## src/rtl/viol_capture.sv

```systemverilog
module viol_capture #(
  parameter int AW        = 32,
  parameter int BEW       = 4,
  parameter bit DATA_SIDE = 1'b0
) (
  input  logic           clk,
  input  logic           rst_n,
  input  logic           flt_valid,
  input  logic [AW-1:0]  flt_addr,
  input  logic           flt_world,
  input  logic           flt_write,
  input  logic           flt_ls,
  input  logic [BEW-1:0] flt_be,
  input  logic           ctl_we,
  input  logic [2:0]     ctl_wdata,
  output logic           ctl_en,
  output logic           ctl_clr,
  output logic           ctl_lock,
  output logic           irq,
  output logic [AW-1:0]  cap_addr,
  output logic [1:0]     cap_world,
  output logic           cap_write,
  output logic           cap_ls,
  output logic [BEW-1:0] cap_be
);

  logic take;

  always_ff @(posedge clk or negedge rst_n) begin
    if (!rst_n) begin
      ctl_en   <= 1'b0;
      ctl_clr  <= 1'b0;
      ctl_lock <= 1'b0;
    end else if (ctl_we) begin
      if (!ctl_lock) begin
        ctl_en  <= ctl_wdata[0];
        ctl_clr <= ctl_wdata[1];
      end
      ctl_lock <= ctl_lock | ctl_wdata[2];
    end
  end

  assign take = flt_valid & ctl_en & ~ctl_clr & ~irq;

  always_ff @(posedge clk or negedge rst_n) begin
    if (!rst_n) begin
      irq       <= 1'b0;
      cap_addr  <= '0;
      cap_world <= 2'b00;
      cap_write <= 1'b0;
    end else if (ctl_clr) begin
      irq       <= 1'b0;
      cap_addr  <= '0;
      cap_world <= 2'b00;
      cap_write <= 1'b0;
    end else if (take) begin
      irq       <= 1'b1;
      cap_addr  <= flt_addr;
      cap_world <= flt_world ? 2'b10 : 2'b01;
      cap_write <= flt_write;
    end
  end

  generate
    if (DATA_SIDE) begin : g_data
      logic unused_ls;
      assign unused_ls = flt_ls;
      assign cap_ls    = 1'b0;
      always_ff @(posedge clk or negedge rst_n) begin
        if (!rst_n)       cap_be <= '0;
        else if (ctl_clr) cap_be <= '0;
        else if (take)    cap_be <= flt_be;
      end
    end else begin : g_instr
      logic unused_be;
      assign unused_be = ^flt_be;
      assign cap_be    = '0;
      always_ff @(posedge clk or negedge rst_n) begin
        if (!rst_n)       cap_ls <= 1'b0;
        else if (ctl_clr) cap_ls <= 1'b0;
        else if (take)    cap_ls <= flt_ls;
      end
    end
  endgenerate

  assert_no_capture_off_R2: assert property (@(posedge clk) disable iff (!rst_n)
    (!ctl_en && !irq) |=> !irq);

  assert_capture_R3: assert property (@(posedge clk) disable iff (!rst_n)
    (flt_valid && ctl_en && !ctl_clr && !irq) |=> irq);

  assert_world_onehot_R3: assert property (@(posedge clk) disable iff (!rst_n)
    irq |-> ($countones(cap_world) == 1));

  assert_first_only_R7: assert property (@(posedge clk) disable iff (!rst_n)
    (irq && !ctl_clr) |=> ($stable(cap_addr) && $stable(cap_world) && $stable(cap_write)
                           && $stable(cap_ls) && $stable(cap_be)));

  assert_level_irq_R10: assert property (@(posedge clk) disable iff (!rst_n)
    (irq && !ctl_clr) |=> irq);

  assert_clear_R8: assert property (@(posedge clk) disable iff (!rst_n)
    ctl_clr |=> (!irq && cap_addr == '0 && cap_world == 2'b00));

  assert_lock_sticky_R9: assert property (@(posedge clk) disable iff (!rst_n)
    ctl_lock |=> (ctl_lock && $stable(ctl_en) && $stable(ctl_clr)));

endmodule

```

## config.mk

```make
export PLATFORM = sky130hd
export DESIGN_NAME = viol_capture
export DESIGN_NICKNAME = d
export VERILOG_FILES = /design/src/rtl/viol_capture.sv
export SDC_FILE = /design/constraint.sdc
export NUM_CORES = 1
export LEC_CHECK = 0
export BUFFER_PORTS_ARGS = -buffer_cell sky130_fd_sc_hd__buf_2
export CORE_MARGIN = 5
export CORE_UTILIZATION = 50
export DETAILED_ROUTE_END_ITERATION = 6
export PLACE_DENSITY_LB_ADDON = 0.05
export SYNTH_ARGS = -nofsm -noshare
export SYNTH_HDL_FRONTEND = slang
export SYNTH_SLANG_ARGS = --single-unit
```

## constraint.sdc

```tcl
create_clock -name clk -period 3.2 [get_ports clk]
set_input_delay 0.64 -clock clk [delete_from_list [all_inputs] [get_ports clk]]
set_output_delay 0.64 -clock clk [all_outputs]
set_load 0.005 [all_outputs]
```

; ---- Yosys cells after proc, flatten, opt, wreduce, memory -nomap -nowiden
; Cells that the tools add are included.
[op_classes]
add_sub_neg = 0
multipliers = 0
div = 0
order_cmp = 0
n_eq_ne = 0
shifts = 0
muxes = 11
n_bitwise = 7
n_reduce_logical = 2
[op_table]
columns = op, n
row1 = 32-bit 2-to-1 mux, 2
row2 = 1-bit 2-to-1 mux, 6
row3 = 2-bit 2-to-1 mux, 3
row4 = 1-bit AND, 3
row5 = 1-bit NOT, 3
row6 = 2-bit AND reduction, 1
row7 = 2-bit nonzero test, 1
row8 = 1-bit bitwise OR, 1
[totals]
regBits = 40
latch_bits = 0
ram_bits = 0
rom_bits = 0
out_inout_bits = 44
memories = 0

; ---- Logic depth before layout (Yosys ltp)
[logic_depth]
depth_word = 5
mapped_depth = 4
depth_no_buf = 2

; ---- Worst setup path after synthesis
; OpenSTA, ideal clock, no wires.
[synth_path]
path_type = input to register
start = input port flt_valid
end = register cap_world[0]
setup_ns = 0.125
arrival_ns = 1.286
t_required_ns = 3.075
setup_slack_ns = 1.789
path_stages = 3
path_buffers = 1
path_cell_list = and3b_1 -> buf_6 -> mux2_2
[synth_between]
elab_chain_len = 4
[synth_lines]
columns = item, line_no
row1 = "start, declared", 8  ; input logic flt_valid,
row2 = 1-bit AND (3 in series), 43  ; assign take = flt_valid & ctl_en & ~ctl_clr & ~irq;
row3 = 2-bit nonzero test (no line), --
row4 = "end signal, assigned", 59  ; cap_world <= flt_world ? 2'b10 : 2'b01;
row5 = "end, declared", 21  ; output logic [1:0] cap_world,
; No other way between the ends.
; A chain may end at the register's enable or synchronous reset.

; ---- Worst setup path in the final report
[layout_path]
start = register irq
end = register cap_addr[31]
[layout_between]
elab_chain_len = 3
[layout_lines]
columns = item, line_no
row1 = "start, declared", 19  ; output logic irq,
row2 = "start signal, assigned", 47  ; irq <= 1'b0;
row3 = "start signal, assigned", 52  ; irq <= 1'b0;
row4 = "start signal, assigned", 57  ; irq <= 1'b1;
row5 = 1-bit NOT, 43
row6 = 1-bit AND, 43
row7 = 2-bit nonzero test (no line), --
row8 = "end signal, assigned", 58  ; cap_addr <= flt_addr;
row9 = "end, declared", 20  ; output logic [AW-1:0] cap_addr,
; No other way between the ends.

==> impl_metrics.yaml <==
detailed_routing:
  drtPass1Iterations: 4
  via_per_inst: 4.65
  ant_nets: 0
  wl_per_cell_um: 13.2
  vias: 1394
  dr.first_iter.drc_count: 98
  drc: 0
  finalWirelength_mm: 3.97
global_routing:
  grt-ovfl-total: 0
  antenna_found_initial: 0
  grt_max_degree: 75
  grt_pass1_vias: 1432
  grt.total_usage_pct: 15.7
  grt_pass1_wl_mm: 6.48
final_layout:
  final_nets: 295
  layout_common_cells: "buf_2, nand2b_1, dfrtp_1"
  layout-drive-gt1-share_pct: 37.2
  area_growth_pct: 23.3
  fillCellCount: 347
  final_common_cell: "buf_2"
  antenna_cells: 0
die:
  ios: 90
  initial_core_util_pct: 50.7
  die_w_um: 73.3
  rows: 23
  dieArea_um2: 5370
  die_y_um: 73.3
  core_um2: 3940
pwr:
  power.leakage_nw: 1.26
  p_per_area_nw_per_um2: 559
  ir_drop_mv: 0.319
cts:
  numClockSinks: 40
  clockBufferDepth: 2
  cts_root_buf: "clkbuf_8"
  cts_tree: "yes"
  cts.clk_slew.worst_paths_ps: 70
  clk_latency_ps: 280
  cts_setup_buffers: 0
  holdBufCountCts: 0
  cts_inserted_buffers: 5
  htree_num_levels: 2
  post_cts_resized: 0
logic_synthesis:
  synth.top_cell.area_share_pct: 50.0
  synth.largest_area_cell: "dfrtp_1"
  yosys_warnings: 0
  ys_types: 15
  postSynthCellCount: 172
  ys_seq_area_share_pct: 50.0
  netlist_area_um2: 2000
  synth_area_leaders: "dfrtp_1, nand2b_1, mux2i_1"
  syn_area_per_cell_um2: 11.6
  yosys_register_bits: 40
run_status:
  outcome: "finished clean"
sta:
  worst_clock_skew_ps: 3.39
  report.final.slew_viol_count: 0
  hold_viol: 0
  post-route-period-util_pct: 49.7
  finalCriticalPeriod_ps: 1590
  tightest_slew_ps: 878
  rsz0062_at_grt: "false"
  tns_ps: 0
  maxSlewHeadroom_pct: 41.4
  fmax_mhz: 628
  whs_ps: 471
  finalSetupViolCount: 0
setup_path:
  crit_type: "reg2reg"
  cp.arrival_ps: 1790
  cp-start-kind: "flip-flop"
  crit_required_ps: 3400
  crit_fanout: 20
  cp-end-kind: "flip-flop"
run:
  drv_cap: 0
placement:
  place_congestion: 0.711
  port-buffer-count: 81
  dp_hpwl_mm: 2.71
worst_hold_path:
  hp-class: "in2async"
cells by family after synthesis:
kind of cell | synth area share [%]
AND/OR/NAND/NOR | 23.3
AO/OA/AOI/OAI | 0.625
flip-flops | 50.0
buffers and inverters | 6.63
multiplexers | 19.2
other | 0.187
synth_stat cells:
cell      count
clkbuf_1      7
a21o_1        1
buf_12        3
dfrtp_1      40
mux2i_1      35
nor2_1        2
mux2_2        3
a21oi_1       1
buf_4         4
and3b_1       1
buf_6         1
nor2b_1       2
buf_2         1
nand2b_1     70
conb_1        1
registers in the layout, summed over array words and instances (netlist names):
register,flops
cap_addr,32
cap_ls,1
cap_world,2
cap_write,1
ctl_clr,1
ctl_en,1
ctl_lock,1
irq,1
metrics by stage:
stage | instance area, um^2 | instances | worst slack [ps] | util, % | total power, mW
after floorplan | 2010 | 175 | 1790 | - | 0.928
after global placement | 2380 | 292 | 1340 | 60.3 | 1.06
after detailed placement | 2380 | 292 | 1330 | 60.3 | 1.06
after CTS | 2470 | 300 | 1610 | 62.6 | 1.41
after global routing | 2470 | 300 | 1550 | 62.6 | 1.48
final | 2470 | 300 | 1610 | 62.6 | 1.38
power breakdown:
group	internal, mW	leakage (nW)	switching [mW]
Combinational	0.224	0.677	0.190
Sequential	0.588	0.536	0.0431
Clock	0.176	0.0455	0.158
area by class of cell:
cell class                      instances  area [um^2]  share of cell area [%]
Timing Repair Buffer                   83          433                    17.6
Multi-Input combinational cell        119          880                    35.7
Sequential cell                        40         1000                    40.6
Tap cell                               50         62.6                    2.54
Clock buffer                            8         90.1                    3.65
final timing paths:
check                      slack [ps]  cells past startpoint  startpoint            to
max                              1610                      3         irq  cap_addr[31]
min                               470                      1       rst_n   cap_addr[4]
max reg2reg                      1610                      3         irq  cap_addr[31]
min reg2reg                       500                      1    ctl_lock      ctl_lock
max in group asynchronous        2180                      1       rst_n  cap_addr[26]
min in group clk                  500                      1    ctl_lock      ctl_lock
routing by layer:
layer	up-vias	share of wire [%]	global-route usage, %
met5	-	0	0
met4	0	0.83	4.92
met3	4	9.8	6.16
met2	52	45	24.2
met1	640	44	20.2
li1	698	-	-
worst max-delay path, stage by stage, from the launching register on:
cell,delay (ps)
dfrtp_1,390
and3b_2,610
buf_12,270
mux2i_1,230
No activity file was read; power rests on OpenSTA's default activity.
